### src/rtl/panel_seq_pkg.sv
// panel_seq_pkg: shared constants, controller state type and the setup table.
// Assumes the table fits in ROM_DEPTH bytes and every list ends with END_MARK.
package panel_seq_pkg;

    localparam int ROM_DEPTH = 48;
    localparam int ROM_AW    = $clog2(ROM_DEPTH + 16);
    localparam int DLY_W     = 8;
    localparam int CNT_W     = 8;
    localparam int UP_BASE   = 0;
    localparam int DOWN_BASE = 39;
    localparam logic [7:0] END_MARK = 8'hFF;

    typedef enum logic [2:0] {
        ST_IDLE,
        ST_RST_WAIT,
        ST_EN_WAIT,
        ST_FETCH,
        ST_SEND,
        ST_HOLD
    } seq_state_t;

    // Table contents: entries of {kind, wait_ms, count, payload...}.
    function automatic logic [7:0] rom_byte(input logic [ROM_AW-1:0] a);
        logic [7:0] v;
        case (a)
            6'd0, 6'd1, 6'd5, 6'd8, 6'd9, 6'd13, 6'd15, 6'd18, 6'd19,
            6'd23, 6'd26, 6'd30, 6'd34, 6'd35, 6'd39, 6'd43:      v = 8'h00;
            6'd2, 6'd4, 6'd6, 6'd10, 6'd12, 6'd20, 6'd22, 6'd24,
            6'd28, 6'd32, 6'd36, 6'd41, 6'd45:                   v = 8'h01;
            6'd3:  v = 8'h3A;
            6'd7:  v = 8'h55;
            6'd11: v = 8'hC5;
            6'd14: v = 8'h03;
            6'd16: v = 8'h22;
            6'd17: v = 8'h80;
            6'd21: v = 8'h36;
            6'd25: v = 8'h48;
            6'd27: v = 8'h78;
            6'd29: v = 8'h11;
            6'd31: v = 8'h32;
            6'd33: v = 8'h29;
            6'd37: v = 8'h2C;
            6'd40: v = 8'h0A;
            6'd42: v = 8'h28;
            6'd44: v = 8'h78;
            6'd46: v = 8'h10;
            default: v = END_MARK;
        endcase
        return v;
    endfunction

endpackage

### src/rtl/seq_rom.sv
// seq_rom: multi-port combinational read of the setup table.
// Assumes addresses beyond the table read as the end marker.
module seq_rom
    import panel_seq_pkg::*;
#(
    parameter int NPORT = 3
) (
    input  logic [NPORT-1:0][ROM_AW-1:0] addr_i,
    output logic [NPORT-1:0][7:0]        data_o
);

    // One table lookup per read port.
    for (genvar p = 0; p < NPORT; p++) begin : g_port
        assign data_o[p] = rom_byte(addr_i[p]);
    end

endmodule

### src/rtl/ms_timer.sv
// ms_timer: loadable millisecond down-counter with a clock prescaler.
// Assumes load_i is never given ms_i == 0; expire_o pulses in the last clock
// of exactly ms_i*TICK_DIV clocks after the load edge.
module ms_timer #(
    parameter int TICK_DIV = 250000,
    parameter int MS_W     = 8
) (
    input  logic            clk,
    input  logic            rst_n,
    input  logic            load_i,
    input  logic [MS_W-1:0] ms_i,
    output logic            expire_o
);

    localparam int PW = $clog2(TICK_DIV + 1);
    localparam logic [PW-1:0] PRE_LAST = PW'(TICK_DIV - 1);

    logic [PW-1:0]   pre_q;
    logic [MS_W-1:0] left_q;

    // Prescaler and remaining-millisecond count.
    always_ff @(posedge clk) begin
        if (!rst_n) begin
            pre_q  <= '0;
            left_q <= '0;
        end else if (load_i) begin
            pre_q  <= '0;
            left_q <= ms_i;
        end else if (left_q != '0) begin
            if (pre_q == PRE_LAST) begin
                pre_q  <= '0;
                left_q <= left_q - 1'b1;
            end else begin
                pre_q <= pre_q + 1'b1;
            end
        end
    end

    // Last clock of the final millisecond.
    assign expire_o = (left_q == MS_W'(1)) && (pre_q == PRE_LAST);

endmodule

### src/rtl/seq_ctrl.sv
// seq_ctrl: power-up pin sequencing and table walker.
// Assumes the table port returns bytes at ptr, ptr+1 and ptr+2 in the same
// clock; requests are accepted only in idle, power-up has priority.
module seq_ctrl
    import panel_seq_pkg::*;
#(
    parameter int RST_WAIT_MS = 10,
    parameter int EN_WAIT_MS  = 20
) (
    input  logic              clk,
    input  logic              rst_n,
    input  logic              up_req_i,
    input  logic              down_req_i,
    input  logic [2:0][7:0]   rom_d_i,
    output logic [ROM_AW-1:0] ptr_o,
    input  logic              expire_i,
    output logic              tmr_load_o,
    output logic [DLY_W-1:0]  tmr_ms_o,
    output logic              wr_valid_o,
    output logic [7:0]        wr_byte_o,
    output logic              wr_is_data_o,
    input  logic              wr_ready_i,
    output logic              lcd_rst_n_o,
    output logic              lcd_en_n_o,
    output logic              done_o
);

    seq_state_t        state_q;
    logic [ROM_AW-1:0] ptr_q;
    logic              kind_q;
    logic [DLY_W-1:0]  dly_q;
    logic [CNT_W-1:0]  left_q;
    logic              rst_pin_q;
    logic              en_pin_q;
    logic              done_q;

    logic last_byte;
    assign last_byte = (left_q == CNT_W'(1));

    // Timer load requests on entering a wait.
    always_comb begin
        tmr_load_o = 1'b0;
        tmr_ms_o   = '0;
        case (state_q)
            ST_IDLE: if (up_req_i) begin
                tmr_load_o = 1'b1;
                tmr_ms_o   = DLY_W'(RST_WAIT_MS);
            end
            ST_RST_WAIT: if (expire_i) begin
                tmr_load_o = 1'b1;
                tmr_ms_o   = DLY_W'(EN_WAIT_MS);
            end
            ST_FETCH: if (rom_d_i[0] != END_MARK && rom_d_i[2] == '0
                          && rom_d_i[1] != '0) begin
                tmr_load_o = 1'b1;
                tmr_ms_o   = rom_d_i[1];
            end
            ST_SEND: if (wr_ready_i && last_byte && dly_q != '0) begin
                tmr_load_o = 1'b1;
                tmr_ms_o   = dly_q;
            end
            default: ;
        endcase
    end

    // Sequencer state, table pointer, entry header and panel pins.
    always_ff @(posedge clk) begin
        if (!rst_n) begin
            state_q   <= ST_IDLE;
            ptr_q     <= '0;
            kind_q    <= 1'b0;
            dly_q     <= '0;
            left_q    <= '0;
            rst_pin_q <= 1'b0;
            en_pin_q  <= 1'b1;
            done_q    <= 1'b0;
        end else begin
            case (state_q)
                ST_IDLE: begin
                    if (up_req_i) begin
                        rst_pin_q <= 1'b1;
                        done_q    <= 1'b0;
                        state_q   <= ST_RST_WAIT;
                    end else if (down_req_i) begin
                        done_q  <= 1'b0;
                        ptr_q   <= ROM_AW'(DOWN_BASE);
                        state_q <= ST_FETCH;
                    end
                end
                ST_RST_WAIT: if (expire_i) begin
                    en_pin_q <= 1'b0;
                    state_q  <= ST_EN_WAIT;
                end
                ST_EN_WAIT: if (expire_i) begin
                    ptr_q   <= ROM_AW'(UP_BASE);
                    state_q <= ST_FETCH;
                end
                ST_FETCH: begin
                    if (rom_d_i[0] == END_MARK) begin
                        done_q  <= 1'b1;
                        state_q <= ST_IDLE;
                    end else begin
                        kind_q <= rom_d_i[0][0];
                        dly_q  <= rom_d_i[1];
                        left_q <= rom_d_i[2];
                        ptr_q  <= ptr_q + ROM_AW'(3);
                        if (rom_d_i[2] != '0)      state_q <= ST_SEND;
                        else if (rom_d_i[1] != '0) state_q <= ST_HOLD;
                        else                       state_q <= ST_FETCH;
                    end
                end
                ST_SEND: if (wr_ready_i) begin
                    ptr_q  <= ptr_q + 1'b1;
                    left_q <= left_q - 1'b1;
                    if (last_byte)
                        state_q <= (dly_q != '0) ? ST_HOLD : ST_FETCH;
                end
                ST_HOLD: if (expire_i) state_q <= ST_FETCH;
                default: state_q <= ST_IDLE;
            endcase
        end
    end

    assign ptr_o        = ptr_q;
    assign wr_valid_o   = (state_q == ST_SEND);
    assign wr_byte_o    = rom_d_i[0];
    assign wr_is_data_o = kind_q;
    assign lcd_rst_n_o  = rst_pin_q;
    assign lcd_en_n_o   = en_pin_q;
    assign done_o       = done_q;

endmodule

### src/rtl/panel_seq_player.sv
// panel_seq_player: top of the panel setup sequence player.
// Assumes wr_ready_i follows the usual valid/ready rules; pixel traffic and
// bus pin timing live downstream.
module panel_seq_player
    import panel_seq_pkg::*;
#(
    parameter int TICK_DIV    = 250000,
    parameter int RST_WAIT_MS = 10,
    parameter int EN_WAIT_MS  = 20
) (
    input  logic       clk,
    input  logic       rst_n,
    input  logic       up_req_i,
    input  logic       down_req_i,
    output logic       wr_valid_o,
    output logic [7:0] wr_byte_o,
    output logic       wr_is_data_o,
    input  logic       wr_ready_i,
    output logic       lcd_rst_n_o,
    output logic       lcd_en_n_o,
    output logic       done_o
);

    logic [ROM_AW-1:0]      ptr;
    logic [2:0][ROM_AW-1:0] rom_a;
    logic [2:0][7:0]        rom_d;
    logic                   tmr_load;
    logic [DLY_W-1:0]       tmr_ms;
    logic                   tmr_expire;

    // Header bytes are read side by side from the pointer.
    for (genvar i = 0; i < 3; i++) begin : g_addr
        assign rom_a[i] = ptr + ROM_AW'(i);
    end

    seq_rom #(.NPORT(3)) u_rom (
        .addr_i (rom_a),
        .data_o (rom_d)
    );

    ms_timer #(.TICK_DIV(TICK_DIV), .MS_W(DLY_W)) u_tmr (
        .clk      (clk),
        .rst_n    (rst_n),
        .load_i   (tmr_load),
        .ms_i     (tmr_ms),
        .expire_o (tmr_expire)
    );

    seq_ctrl #(.RST_WAIT_MS(RST_WAIT_MS), .EN_WAIT_MS(EN_WAIT_MS)) u_ctrl (
        .clk          (clk),
        .rst_n        (rst_n),
        .up_req_i     (up_req_i),
        .down_req_i   (down_req_i),
        .rom_d_i      (rom_d),
        .ptr_o        (ptr),
        .expire_i     (tmr_expire),
        .tmr_load_o   (tmr_load),
        .tmr_ms_o     (tmr_ms),
        .wr_valid_o   (wr_valid_o),
        .wr_byte_o    (wr_byte_o),
        .wr_is_data_o (wr_is_data_o),
        .wr_ready_i   (wr_ready_i),
        .lcd_rst_n_o  (lcd_rst_n_o),
        .lcd_en_n_o   (lcd_en_n_o),
        .done_o       (done_o)
    );

endmodule

### config.mk
export PLATFORM = sky130hd
export DESIGN_NAME = panel_seq_player
export DESIGN_NICKNAME = d
export VERILOG_FILES = /design/src/rtl/panel_seq_pkg.sv /design/src/rtl/seq_rom.sv /design/src/rtl/ms_timer.sv /design/src/rtl/seq_ctrl.sv /design/src/rtl/panel_seq_player.sv
export SDC_FILE = /design/constraint.sdc
export NUM_CORES = 1
export LEC_CHECK = 0
export BUFFER_PORTS_ARGS = -buffer_cell sky130_fd_sc_hd__buf_2
export CORE_AREA = 10 10 99 145
export CTS_CLUSTER_DIAMETER = 120
export DETAILED_ROUTE_END_ITERATION = 6
export DIE_AREA = 0 0 109 155
export GPL_TIMING_DRIVEN = 0
export PLACE_DENSITY_LB_ADDON = 0.15
export SLEW_MARGIN = 20
export SYNTH_ARGS = -nofsm -noshare
export SYNTH_HDL_FRONTEND = slang
export SYNTH_HIERARCHICAL = 1
export SYNTH_SLANG_ARGS = --single-unit
### constraint.sdc
create_clock -name clk -period 6.9 [get_ports clk]
set_clock_uncertainty 0.1 [all_clocks]
set_input_delay 1.38 -clock clk [delete_from_list [all_inputs] [get_ports clk]]
set_output_delay 1.38 -clock clk [all_outputs]
set_load 0.05 [all_outputs]
# Word level (Yosys, flattened, before mapping)
# Memories as Yosys holds them, arrays and structs flattened. A register that Yosys moved wholly into a read port is not among the register bits.
# Index checks and enable logic that the tools add are counted.
# op_classes
add_sub_neg,6
n_eq_ne,20
muxes,40
bitwise,2
n_reduce_logical,26
# ops
operator,n
8-bit two-way mux,7
6-bit two-way mux,7
8-bit case mux with 4 select lines,1
8-bit nonzero test,4
3-bit two-way mux,10
6-bit case mux with 4 select lines,1
18-bit by 1-bit adder with 18-bit output (second input constant),1
18-bit == test (second input constant),1
18-bit two-way mux,1
8-bit by 1-bit == test with 1-bit output (second input constant),2
8-bit case mux with 2 select lines,1
8-bit by 1-bit subtractor with 8-bit output (second input constant),2
3-bit case mux with 5 select lines,1
6-bit by 2-bit adder with 6-bit output (second input constant),2
2-bit != test (second input constant),5
8-bit == test (second input constant),1
8-bit logical NOT,1
2-bit by 1-bit != test with 1-bit output (second input constant),4
8-bit != test (second input constant),1
2-bit AND reduction,4
2-bit nonzero test,4
1-bit two-way mux,7
6-bit by 1-bit adder with 6-bit output (second input constant),1
3-bit by 2-bit == test with 1-bit output (second input constant),2
15 further kinds,23
# word_totals
register_bits,55
romBits,1536
input_bits,5
output_inout_bits,13
elab_cells,107
mem_count,3
# memory_table
name,depth,word_bits,rd,rd_clocked_by_memory_dff,wr,line_no,source
(no name shown),64,8,1,0,0,panel_seq_pkg.sv:25,case (a)
(no name shown),64,8,1,0,0,panel_seq_pkg.sv:25,
(no name shown),64,8,1,1,0,panel_seq_pkg.sv:25,

# Logic depth before layout (Yosys ltp)
# An unclocked memory read counts as a cell.
# depth
ltp_word,9
ltp_mapped,17
depth_no_buf,15

# Modules after synthesis
# Netlist, hierarchy kept.
# by_module_without_submodules
module,n_inst,cells_each,area_per_inst_um2,seq_area_each_um2
seq_ctrl,1,236,1814.2,580.6
seq_rom,1,256,1642.8,0.0
ms_timer,1,184,1599.0,520.5
panel_seq_player,1,17,130.1,0.0

# Worst setup path after synthesis
# OpenSTA, ideal clock, no wires.
# synth_timing
kind,reg2reg
from,register u_ctrl.ptr_q[2] (netlist: u_ctrl/ptr_o[2])
to,register u_tmr.left_q[5]
setup_time_ns,0.141
t_arrival_ns,3.722
t_required_ns,6.659
path_slack_ns,2.937
stages_incl_launch_ff,16
path_buffers,1
period_less_slack_ns,3.963
path_cell_list,dfxtp_1 > ha_1 > nand3_1 > xnor2_1 > nand2b_1 > o21bai_1 > nor2_1 > a21oi_1 > nor4_1 > nand2_1 > nor3b_1 > a211o_1 > clkbuf_1 > o21ai_0 > nand2_1 > o311ai_0
# synth_rtl
element,line_no,source
"start, declared",seq_ctrl.sv:29,logic [ROM_AW-1:0] ptr_q;
"start signal, assigned",seq_ctrl.sv:86,ptr_q <= ROM_AW'(DOWN_BASE);
"start signal, assigned",seq_ctrl.sv:95,ptr_q <= ROM_AW'(UP_BASE);
"start signal, assigned",seq_ctrl.sv:106,ptr_q <= ptr_q + ROM_AW'(3);
"end signal, assigned",ms_timer.sv:28,left_q <= ms_i;
"end signal, assigned",ms_timer.sv:32,left_q <= left_q - 1'b1;
"end, declared",ms_timer.sv:19,logic [MS_W-1:0] left_q;

==> results.txt <==
The run finished with clean final reports. The routed wirelength normalized by instance count came out at 17.0 microns. Setup violations remaining at the end of the flow were counted as 0. The global-route total usage across every layer came out at 17.1%. For this run, the post-layout net count is 749. The fraction of final layout cells sized beyond drive strength 1 came out at between 10% and 20%. The switching share of total power came out at 51.7%.

Buffers added to address setup during post-CTS repair amount to 0. The area share of xor/xnor cells in the synthesized design came out at 2.53%. The required time of the critical path came out at 6.96 ns.

18 I/O pins were placed. The category of the critical setup timing path is flop to flop. The cell sitting at the root of the clock tree is a sky130_fd_sc_hd__clkbuf_16.

The via count of the routed design came out at 5314. Across the run, the number of max-cap violations was 0. For this run, the top clock speed supported by timing is 204 MHz. The number of instances in the synthesized netlist is between 600 and 700. The area of the mapped netlist is roughly 0.0052 sq mm. The post-cts gate resize count came out at 0.

The top fanout value on the critical path is 17. The clock network burns 12.6% of the power. The number of enable flip-flop cells after synthesis came out at 0. The CTS sink count came out at 55. The share of Yosys cell area claimed by the top area cell type came out at 21.2%. The ratio of routed vias to standard cells is roughly 6.1. Setup repair after global routing left no endpoint under its margin. In the post-synthesis netlist, the biggest area contributors are sky130_fd_sc_hd__dfxtp_1, sky130_fd_sc_hd__ha_1, sky130_fd_sc_hd__a21oi_1. The total net switching power came out at 1.18 mW. The number of distinct library cell variants in the gate-level netlist after synthesis is 84. The via count of the first global-routing pass is 5071. The total negative slack came out at 0 ns. The leakage power figure is 2.18 nW. During synthesis, Yosys emitted a total of 6 warnings. Summing the areas of all compound-gate instances in the mapped netlist gives between 20% and 30% of the synthesized area. The final instance area came out at between 0.005 and 0.006 sq mm. After synthesis, flip-flops and latches occupy 21.2% of the total area. The part of the total power dissipated in combinational logic came out at 66.9%. The core outline area is 0.0118 sq mm. The areal power density over the cells is around 400 mW/mm^2. Clock latency on the worst-skew pair, taken at its later pin, is around 0.29 ns.

The violation count after the first detailed-routing iteration is 353. The clock tree from TritonCTS is yes. The mean post-synth cell area is 7.48 sq um.

The data arrival at the endpoint of the critical path came out at about 5.0 ns. The reg-to-reg setup timing slack is 2.00 ns. After Yosys synthesis, and, or, nand and nor cells account for 29.1% of the synthesized area.

The number of hold buffers added after CTS was 0. Once placement completed, the tool counted placed cells totaling around 860. Counting the buffers created by CTS gives 5.

After the flow finishes, the layout carries non-filler instances totaling 869. The number of iterations in the first detailed-routing pass came out at 7. The flop and latch count out of synthesis is 55. The maximum clock path buffer count is 2. The floorplan step set the die height to roughly 160 microns. The final hold violation count came out at 0.

The clock period minus worst slack is 4.90 ns. The final RePlAce weighted congestion is between 0.8 and 0.9. The worst-margin pin slew came out at 1.04 ns. The cell area after placement came out at ~0.0055 sq mm. The area enclosed by the die boundary is 0.0169 sq mm.

The maximum number of pins on one net before global-route repair came out at 26. Detailed placement finished with a half-perimeter wire length of about 11 mm. The clock-pin slew on the worst setup and hold paths is ~0.07 ns. The synthesized netlist net count came out at 726. The post-synthesis share of cell area spent on full adders, half adders and majority gates is 6.90%.

In the synthesized netlist the dominant register cell turns out to be sky130_fd_sc_hd__dfxtp_1. The floorplan step set the die width to 109 microns. The worst setup path is captured at a flop. The count of buffers from port buffering came out at 16. The effective utilization at floorplan is between 40% and 50%. The final critical path takes up 71.0% of the cycle.

The internal power contribution is 1.10 mW. Measured against the total synthesized area, the mux share comes to 3.35%. STA classifies the critical path startpoint as a flop.

Summed over all layers, the routed wires come to 14.8 mm. The cell row count is 49. The most area-hungry cell type in the Yosys netlist is sky130_fd_sc_hd__dfxtp_1. The number of max-slew violations in the final report came to 0. The count of fill cells added during filler insertion is 1239.

The wire length of the first global-routing pass came out at 24.2 mm. The number of antenna diodes in the final layout is 0. The count of nets left with antenna violations once routing finished came out at 0. The total overflow left after global routing is 0.

The residual DRC count came out at 0. The tightest min-delay check is of the flop to flop type. The dominant combinational cell family by area after synthesis is simple AND/OR/NAND/NOR gates.

IR analysis of the VDD net gives a maximum drop of between 0.2 and 0.3 mV. Per report_power, the sequential group accounts for 20.5% of the total. The post-synthesis async set-or-reset flop share came out at 0%. The initial antenna violation count came to 0. The worst relative slew slack came out at a little under a third. The synthesis-to-layout area growth is 8.47%. The clock tree synthesis step divided the H-tree into 2 levels.
routing by layer:
layer	vias up	global-route usage [%]	part of all wire [%]
met1	2534	17.7	39
li1	2624	-	-
met2	123	32.5	54
met5	-	0	0
met4	0	7.81	3.7
met3	33	1.94	2.9
cell families (layout without fill, tap and decap cells):
logic type | count (synthesis) | after routing
muxes | 17 | 17
DFF | 55 | 55
buffers and inverters | 80 | 103
and+or+nand+nor | 274 | 274
xor gates and xnor gates | 15 | 15
adders and majority gates | 28 | 28
AOI/OAI and AO/OA | 224 | 224
final timing paths:
check                                       start                end  depth (start not counted)
worst min register to register  u_ctrl/lcd_en_n_o  u_ctrl/lcd_en_n_o                          2
worst max-delay path              u_ctrl/ptr_o[2]    u_tmr/left_q[5]                         14
worst max register to register    u_ctrl/ptr_o[2]    u_tmr/left_q[5]                         14
worst min-delay path            u_ctrl/lcd_en_n_o  u_ctrl/lcd_en_n_o                          2
flip-flops by register name (all words and copies together) (netlist names):
name / cells
u_tmr/pre_q: 18
u_ctrl/dly_q: 8
u_ctrl/left_q: 8
u_tmr/left_q: 8
u_ctrl/ptr_o: 6
u_ctrl/state_q: 3
u_ctrl/done_o: 1
u_ctrl/lcd_en_n_o: 1
u_ctrl/lcd_rst_n_o: 1
u_ctrl/wr_is_data_o: 1
worst max-delay path, stage by stage (launching register included):
cell,delay (ns)
sky130_fd_sc_hd__dfxtp_1,0.74
sky130_fd_sc_hd__ha_1,0.36
sky130_fd_sc_hd__nand3_1,0.11
sky130_fd_sc_hd__xnor2_1,0.47
sky130_fd_sc_hd__nand2b_1,0.25
sky130_fd_sc_hd__a311oi_1,0.35
sky130_fd_sc_hd__o22ai_1,0.22
sky130_fd_sc_hd__nor4_1,0.25
sky130_fd_sc_hd__nand2_1,0.21
sky130_fd_sc_hd__nor3b_2,0.58
sky130_fd_sc_hd__a211o_1,0.37
sky130_fd_sc_hd__clkbuf_1,0.40
sky130_fd_sc_hd__o21ai_0,0.16
sky130_fd_sc_hd__nand2_1,0.08
sky130_fd_sc_hd__o311ai_0,0.10
cells in the final DEF, fill, tap and decap left out, types with 4 or more instances in the layout:
master	instances
sky130_fd_sc_hd__nand4_1	7
sky130_fd_sc_hd__nand2b_1	13
sky130_fd_sc_hd__inv_1	29
sky130_fd_sc_hd__buf_2	36
sky130_fd_sc_hd__nand3_1	29
sky130_fd_sc_hd__o31ai_1	11
sky130_fd_sc_hd__mux2i_1	14
sky130_fd_sc_hd__xor2_1	5
sky130_fd_sc_hd__nor2_1	48
sky130_fd_sc_hd__a32oi_1	4
sky130_fd_sc_hd__dfxtp_1	55
sky130_fd_sc_hd__o211ai_1	13
sky130_fd_sc_hd__a22o_1	4
sky130_fd_sc_hd__nor2b_1	9
sky130_fd_sc_hd__a21oi_1	59
sky130_fd_sc_hd__o21a_1	6
sky130_fd_sc_hd__a211oi_1	11
sky130_fd_sc_hd__a31oi_1	11
sky130_fd_sc_hd__xnor2_1	10
sky130_fd_sc_hd__o21ai_0	38
sky130_fd_sc_hd__o21ai_1	13
sky130_fd_sc_hd__nor3b_1	4
sky130_fd_sc_hd__nor4_1	11
sky130_fd_sc_hd__and3_1	13
sky130_fd_sc_hd__clkbuf_16	5
sky130_fd_sc_hd__nor2_2	8
sky130_fd_sc_hd__ha_1	27
sky130_fd_sc_hd__or4_1	9
sky130_fd_sc_hd__nand2_1	63
sky130_fd_sc_hd__buf_4	12
sky130_fd_sc_hd__buf_6	6
sky130_fd_sc_hd__or3_1	11
sky130_fd_sc_hd__nor3_1	11
sky130_fd_sc_hd__clkbuf_1	10
sky130_fd_sc_hd__nand3b_1	6
sky130_fd_sc_hd__a22oi_1	10
sky130_fd_sc_hd__and2_1	6
synth_stat cells (7+ instances only):
master and number:
sky130_fd_sc_hd__ha_1 27, sky130_fd_sc_hd__o211ai_1 13, sky130_fd_sc_hd__a21oi_1 59, sky130_fd_sc_hd__inv_1 29
sky130_fd_sc_hd__nand2_1 63, sky130_fd_sc_hd__o21ai_0 38, sky130_fd_sc_hd__a22oi_1 10, sky130_fd_sc_hd__or3_1 11
sky130_fd_sc_hd__a211oi_1 11, sky130_fd_sc_hd__nor2b_1 9, sky130_fd_sc_hd__or4_1 9, sky130_fd_sc_hd__nand4_1 7
sky130_fd_sc_hd__nor3_1 11, sky130_fd_sc_hd__buf_4 12, sky130_fd_sc_hd__o21ai_1 13, sky130_fd_sc_hd__o31ai_1 11
sky130_fd_sc_hd__nor2_1 48, sky130_fd_sc_hd__a31oi_1 11, sky130_fd_sc_hd__clkbuf_1 10, sky130_fd_sc_hd__mux2i_1 14
sky130_fd_sc_hd__and3_1 13, sky130_fd_sc_hd__nor2_2 8, sky130_fd_sc_hd__nand3_1 29, sky130_fd_sc_hd__nor4_1 11
sky130_fd_sc_hd__dfxtp_1 55, sky130_fd_sc_hd__xnor2_1 10, sky130_fd_sc_hd__buf_2 20, sky130_fd_sc_hd__nand2b_1 13
through the flow:
stage                     hold WS, ns  total power, mW  setup slack, ns  utilization (%)
after global routing            0.372             2.44             1.65             47.5
after detailed placement        0.342             1.96             1.70             46.1
final                           0.351             2.27             2.00             47.5
after global placement          0.331             1.94             1.76             46.1
after CTS                       0.354             2.26             1.69             47.5
after floorplan                 0.358             1.60             2.94                -
area by class of cell:
class / count / area [sq um] / area share [%]
multi-input cells: 558 / 3670 / 65.2
plain buffers: 49 / 300 / 5.34
clock buffers: 5 / 125 / 2.22
inverters: 31 / 121 / 2.16
repair buffers: 16 / 80.1 / 1.42
well taps: 153 / 191 / 3.40
flip-flops and latches: 55 / 1100 / 19.6
clock inverters: 2 / 37.5 / 0.667
power by group through the flow:
| stage | Combinational, mW | Clock [mW] | Sequential [mW] |
|---|---|---|---|
| 2_1_floorplan | 1.16 | 0 | 0.445 |
| 3_3_place_gp | 1.47 | 0 | 0.469 |
| 3_5_place_dp | 1.49 | 0 | 0.471 |
| 4_1_cts | 1.50 | 0.295 | 0.465 |
| 5_1_grt | 1.66 | 0.303 | 0.477 |
| 6_report | 1.52 | 0.287 | 0.466 |
Note: power is estimated with default switching activity, not from simulation.
